--- src/rtl/act_guard_pkg.sv ---
package act_guard_pkg;

  typedef enum logic {
    PAGE_OPEN  = 1'b0,
    PAGE_CLOSE = 1'b1
  } page_mode_e;

endpackage

--- src/rtl/act_rc_bound.sv ---
module act_rc_bound
  import act_guard_pkg::*;
#(
  parameter int CNT_W = 8,
  parameter int TMR_W = CNT_W + 2
) (
  input  logic [CNT_W-1:0] tras,
  input  logic [CNT_W-1:0] trp,
  input  logic [CNT_W-1:0] trcd,
  input  logic [CNT_W-1:0] tcl,
  input  page_mode_e       mode,
  output logic [TMR_W-1:0] rc_cycles
);

  logic [TMR_W-1:0] open_sum;
  logic [TMR_W-1:0] close_sum;

  always_comb begin
    open_sum  = TMR_W'(tras) + TMR_W'(trp);
    close_sum = TMR_W'(trcd) + TMR_W'(tcl) + TMR_W'(trp);
    rc_cycles = open_sum;
    if (mode == PAGE_CLOSE && close_sum > open_sum) begin
      rc_cycles = close_sum;
    end
  end

endmodule

--- src/rtl/act_bank_timer.sv ---
module act_bank_timer #(
  parameter int TMR_W = 10
) (
  input  logic             clk,
  input  logic             rst,
  input  logic             hit_rank,
  input  logic             hit_bank,
  input  logic [TMR_W-1:0] trrd,
  input  logic [TMR_W-1:0] trc,
  output logic             ready
);

  logic [TMR_W-1:0] cnt;
  logic [TMR_W-1:0] dec;
  logic [TMR_W-1:0] want;
  logic [TMR_W-1:0] want_m1;
  logic [TMR_W-1:0] nxt;

  // Cycles remaining until the next activate is allowed; zero means open.
  always_comb begin
    dec  = (cnt != '0) ? cnt - 1'b1 : '0;
    want = trrd;
    if (hit_bank && trc > want) begin
      want = trc;
    end
    want_m1 = (want != '0) ? want - 1'b1 : '0;
    nxt = dec;
    if (hit_rank && want_m1 > dec) begin
      nxt = want_m1;
    end
  end

  always_ff @(posedge clk) begin
    if (rst) begin
      cnt <= '0;
    end else begin
      cnt <= nxt;
    end
  end

  assign ready = (cnt == '0);

  AST_RRD_BLOCK: assert property (@(posedge clk) disable iff (rst)
    (hit_rank && trrd >= TMR_W'(2)) |=> !ready) else $error("rank spacing not held");

  AST_RC_BLOCK: assert property (@(posedge clk) disable iff (rst)
    (hit_bank && trc >= TMR_W'(2)) |=> !ready) else $error("row cycle not held");

  AST_TIMER_IDLE: assert property (@(posedge clk) disable iff (rst)
    (ready && !hit_rank) |=> ready) else $error("idle bank became blocked");

endmodule

--- src/rtl/act_xaw_window.sv ---
module act_xaw_window #(
  parameter int ACT_LIMIT = 4,
  parameter int WIN_W     = 8
) (
  input  logic             clk,
  input  logic             rst,
  input  logic             commit,
  input  logic [WIN_W-1:0] txaw,
  output logic             ok
);

  localparam int PTR_W = (ACT_LIMIT > 1) ? $clog2(ACT_LIMIT) : 1;
  localparam logic [PTR_W-1:0] LAST = PTR_W'(ACT_LIMIT - 1);

  // Saturating age of each of the last ACT_LIMIT activates; ptr marks the oldest.
  logic [WIN_W-1:0] age [ACT_LIMIT];
  logic [PTR_W-1:0] ptr;

  always_ff @(posedge clk) begin
    if (rst) begin
      ptr <= '0;
      for (int i = 0; i < ACT_LIMIT; i++) begin
        age[i] <= '1;
      end
    end else begin
      for (int i = 0; i < ACT_LIMIT; i++) begin
        if (commit && ptr == PTR_W'(i)) begin
          age[i] <= WIN_W'(1);
        end else if (age[i] != '1) begin
          age[i] <= age[i] + 1'b1;
        end
      end
      if (commit) begin
        ptr <= (ptr == LAST) ? '0 : ptr + 1'b1;
      end
    end
  end

  assign ok = (txaw == '0) || (age[ptr] >= txaw);

  for (genvar g = 0; g < ACT_LIMIT; g++) begin : g_age_chk
    AST_AGE_MONO: assert property (@(posedge clk) disable iff (rst)
      !(commit && ptr == PTR_W'(g)) |=> age[g] >= $past(age[g])) else $error("history age went back");
  end

endmodule

--- src/rtl/act_guard.sv ---
module act_guard
  import act_guard_pkg::*;
#(
  parameter int NUM_RANKS = 2,
  parameter int NUM_BANKS = 8,
  parameter int ACT_LIMIT = 4,
  parameter int CNT_W     = 8,
  parameter int WIN_W     = 8,
  parameter int RANK_W    = (NUM_RANKS > 1) ? $clog2(NUM_RANKS) : 1,
  parameter int BANK_W    = (NUM_BANKS > 1) ? $clog2(NUM_BANKS) : 1
) (
  input  logic              clk,
  input  logic              rst,
  input  logic [CNT_W-1:0]  cfg_trrd,
  input  logic [CNT_W-1:0]  cfg_tras,
  input  logic [CNT_W-1:0]  cfg_trp,
  input  logic [CNT_W-1:0]  cfg_trcd,
  input  logic [CNT_W-1:0]  cfg_tcl,
  input  logic              cfg_close_page,
  input  logic [WIN_W-1:0]  cfg_txaw,
  input  logic              req_valid,
  input  logic [RANK_W-1:0] req_rank,
  input  logic [BANK_W-1:0] req_bank,
  input  logic              act_commit,
  output logic              act_grant
);

  localparam int TMR_W = CNT_W + 2;

  logic [TMR_W-1:0] rc_cycles;
  logic [TMR_W-1:0] trrd_ext;
  logic             commit_eff;
  logic             bank_rdy [NUM_RANKS][NUM_BANKS];
  logic             win_ok   [NUM_RANKS];

  assign trrd_ext = TMR_W'(cfg_trrd);

  act_rc_bound #(
    .CNT_W (CNT_W),
    .TMR_W (TMR_W)
  ) u_rc_bound (
    .tras      (cfg_tras),
    .trp       (cfg_trp),
    .trcd      (cfg_trcd),
    .tcl       (cfg_tcl),
    .mode      (page_mode_e'(cfg_close_page)),
    .rc_cycles (rc_cycles)
  );

  assign act_grant  = req_valid && bank_rdy[req_rank][req_bank] && win_ok[req_rank];
  assign commit_eff = act_commit && act_grant;

  for (genvar r = 0; r < NUM_RANKS; r++) begin : g_rank
    logic hit_rank;
    assign hit_rank = commit_eff && (req_rank == RANK_W'(r));

    act_xaw_window #(
      .ACT_LIMIT (ACT_LIMIT),
      .WIN_W     (WIN_W)
    ) u_window (
      .clk    (clk),
      .rst    (rst),
      .commit (hit_rank),
      .txaw   (cfg_txaw),
      .ok     (win_ok[r])
    );

    for (genvar b = 0; b < NUM_BANKS; b++) begin : g_bank
      logic hit_bank;
      assign hit_bank = hit_rank && (req_bank == BANK_W'(b));

      act_bank_timer #(
        .TMR_W (TMR_W)
      ) u_timer (
        .clk      (clk),
        .rst      (rst),
        .hit_rank (hit_rank),
        .hit_bank (hit_bank),
        .trrd     (trrd_ext),
        .trc      (rc_cycles),
        .ready    (bank_rdy[r][b])
      );
    end
  end

  AST_RANK_SPACING: assert property (@(posedge clk) disable iff (rst)
    (commit_eff && cfg_trrd >= CNT_W'(2)) ##1 (req_rank == $past(req_rank)) |-> !act_grant)
    else $error("same-rank grant inside spacing");

  AST_IDLE_NO_GRANT: assert property (@(posedge clk) disable iff (rst)
    !req_valid |-> !act_grant) else $error("grant without request");

endmodule

--- config.mk ---
export PLATFORM = sky130hd
export DESIGN_NAME = act_guard
export DESIGN_NICKNAME = d
export VERILOG_FILES = /design/src/rtl/act_guard_pkg.sv /design/src/rtl/act_rc_bound.sv /design/src/rtl/act_bank_timer.sv /design/src/rtl/act_xaw_window.sv /design/src/rtl/act_guard.sv
export SDC_FILE = /design/constraint.sdc
export NUM_CORES = 1
export LEC_CHECK = 0
export ABC_AREA = 1
export BUFFER_PORTS_ARGS = -buffer_cell sky130_fd_sc_hd__buf_4
export CAP_MARGIN = 25
export CORE_MARGIN = 1
export CORE_UTILIZATION = 45
export CTS_BUF_LIST = sky130_fd_sc_hd__clkbuf_8
export DETAILED_ROUTE_END_ITERATION = 8
export SLEW_MARGIN = 10
export SYNTH_ARGS = -nofsm -noshare
export SYNTH_HDL_FRONTEND = slang
export SYNTH_SLANG_ARGS = --single-unit
--- constraint.sdc ---
create_clock -name clk -period 9.96 [get_ports clk]
set_input_delay 0.996 -clock clk [delete_from_list [all_inputs] [get_ports clk]]
set_output_delay 0.996 -clock clk [all_outputs]
set_load 0.005 [all_outputs]
==> reports/results.txt <==
# DRC: 0
WP data arrival: 9.47 ns
peak supply drop: 0.162 mV
antenna violations before repair: 2
Setup TNS Final: 0 ns
Max Buffers Root-to-Sink: 3
slowest cell on the critical path: fa_1
largest net degree at the start of global routing: 91
CP dominant cell by count: nand2_1
Worst Setup End Kind: register
PD cells: 248 mW/mm^2
vias in the first global route: 24400
Pleak: 14.1 nW
CTS tree: yes
Synth Instances: 4173
Area contributors post-synth: nand2_1 15%, dfxtp_1 13%, ha_1 13%
GRT overflow: 0
IO buf count: 57
Initial Utilization: 45.6%
final WL: 76200 um
gr usage total: 26.1%
RSZ-0062 raised after global routing: no
final setup vio count: 0
total design power: 6.95 mW
Netlist cell types: 62
vias post-DR: 26300
initial DRC count: 1426
Pins Over Slew Limit: 0
# clock sinks: 232
Synth-to-Final Area Change: 8.67%
synth cell count leaders: 1038 x nand2_1, 617 x inv_1, 456 x nor2_1, 303 x a21oi_1, 300 x o21ai_0
Final period util: 90.0%
Max H-tree Level: 2
first-pass GRT wire length: 123000 um
clock skew: 0.0319 ns
TritonCTS Buffers: 50
post-synthesis sequential area ratio: 20.5%
Achievable Freq: 0.112 GHz
CP peak stage delay: 0.42 ns
Seq cells post-synth: 232
post-synth top area share: 15.1%
status: finished clean
Die Ht: 241 um
worst-path fanout max: 16
WP data required: 10.47 ns
dominant synthesized flop cell: dfxtp_1
Wirelength per Cell: 15.2 um
Die Wd: 241 um
top-count cell post-synth: nand2_1
worst hold path type: reg -> reg
crit path kind: in -> reg
max_cap viols: 0
post-detail-place hpwl: 58000 um
CTS root buf: clkbuf_8
Clk pin slew, worst setup/hold paths: 0.06 ns
gpl congestion: 0.929
Via density: 5.24
Critical Path Start Type: input pin
Hold Vio Cnt, Final: 0
layout cell share with drive strength beyond 1: 6.92%
Final nets: 4549
Antenna Nets Post-Route: 0
Pre-antenna DRT Iters: 8
Post-synth EDFFs: 64
Synth Cell Area: 0.0258 sq mm
Ports: 58
Die Area: 0.0582 sq mm
Synthesis Warnings: 0
core area: 0.0565 sq mm
Slew Limit Headroom: 34.9%
std cell rows: 87
Mean Syn Cell Area: 6.17 sq um
CTS hold repair buffers: 0
asr flop ratio synth: 0%
Syn Nets: 4499
WHS: 0.558 ns
clk_lat worst skew: 0.65 ns
Tightest Pin Transition: 0.967 ns
min cycle time layout: 8.96 ns
dominant cell type by area after synthesis: nand2_1
-- area by class of cell --
class / count / area (sq um)
Antenna cell: 1 / 2.50
Clock buffer: 61 / 840
Clock inverter: 31 / 198
Fill cell: 5973 / 28500
Inverter: 635 / 2390
Multi-Input combinational cell: 3223 / 17700
Sequential cell: 232 / 5290
Tap cell: 756 / 946
Timing Repair Buffer: 81 / 606
-- worst paths after layout --
kind,start,end,slack [ns],depth (start not counted)
setup / recovery,cfg_trcd[0],g_rank[1].g_bank[3].u_timer.cnt[1],1.0,56
hold reg to reg,g_rank[0].u_window.ptr[0],register,0.56,2
setup reg to reg,register,g_rank[0].g_bank[3].u_timer.cnt[8],2.79,33
hold / removal,g_rank[0].u_window.ptr[0],register,0.56,2
-- kinds of logic (layout without fill, tap and decap cells) --
kind of cell             count (synthesis)  after routing  share of synthesized area (%)
AND/OR/NAND/NOR                       2059           2059                           35.1
AO/OA/AOI/OAI                          757            757                           15.8
buffers and inverters                  718            808                           10.7
adder cells (fa/ha/maj)                269            269                           13.2
flip-flops                             232            232                           20.5
XOR/XNOR                               138            138                           4.69
other                                    0              1                              0
-- sequential cells by signal (all words and copies together), names as in the netlist, named ones only --
| signal | cells |
|---|---|
| g_rank.u_window.age | 64 |
| g_rank.u_window.ptr | 4 |
| g_rank.g_bank.u_timer.cnt | 160 |
-- metrics by stage --
step	instance area, sq um	cells	setup WS, ns	util [%]
floorplan	25800	4173	1.45	-
global placement	26900	4926	0.371	47.7
detailed placement	26900	4927	0.324	47.7
CTS	28000	5019	0.990	49.5
global route	28000	5020	0.0416	49.6
finish	28000	5020	0.998	49.6
-- per-layer routing --
| metal | GRT usage, % | part of all wire [%] | up-vias |
|---|---|---|---|
| li1 | - | - | 13800 |
| met3 | 3.81 | 5.7 | 156 |
| met1 | 33.2 | 45 | 11700 |
| met4 | 9.26 | 3.2 | 2 |
| met2 | 44.8 | 46 | 619 |
| met5 | 0 | 0.021 | - |
-- where the power goes --
| group | total (mW) | internal [mW] | switching (mW) | leakage (nW) |
|---|---|---|---|---|
| registers | 1.48 | 1.26 | 0.221 | 2.01 |
| logic | 4.38 | 1.61 | 2.77 | 11.5 |
| clock network | 1.10 | 0.608 | 0.491 | 0.578 |
-- what timing repair did --
item / CTS / global route
setup endpoints to repair: 0 / 29
resized for setup: 0 / 6
buffers inserted: 0 / 0
-- placed cells by master (no fill, tap or decap), types with 14 or more instances in the layout --
| cell type | netlist | routed |
|---|---|---|
| nand2_1 | 1038 | 1038 |
| inv_1 | 617 | 626 |
| nor2_1 | 456 | 453 |
| a21oi_1 | 303 | 303 |
| o21ai_0 | 300 | 297 |
| nand3_1 | 283 | 283 |
| ha_1 | 266 | 266 |
| dfxtp_1 | 168 | 168 |
| xor2_1 | 84 | 84 |
| buf_4 | 3 | 80 |
| nand4_1 | 67 | 67 |
| edfxtp_1 | 64 | 64 |
| clkbuf_8 | 0 | 61 |
| xnor2_1 | 54 | 54 |
| nor3_1 | 49 | 49 |
| o21ai_1 | 46 | 46 |
| nor2_2 | 30 | 33 |
| nand3b_1 | 32 | 32 |
| nor2_4 | 20 | 20 |
| nand2_2 | 19 | 19 |
| nand3_2 | 15 | 15 |
| clkinv_1 | 8 | 14 |
-- worst max-delay path: cells and delay by family --
kind / cells / cell delay (ns)
AOI/OAI and AO/OA: 16 / 2.52
xor gates and xnor gates: 2 / 0.29
buffers and inverters: 10 / 0.89
and+or+nand+nor: 21 / 2.77
adders and majority gates: 7 / 2.00
Power figures use the tool's default switching activity.
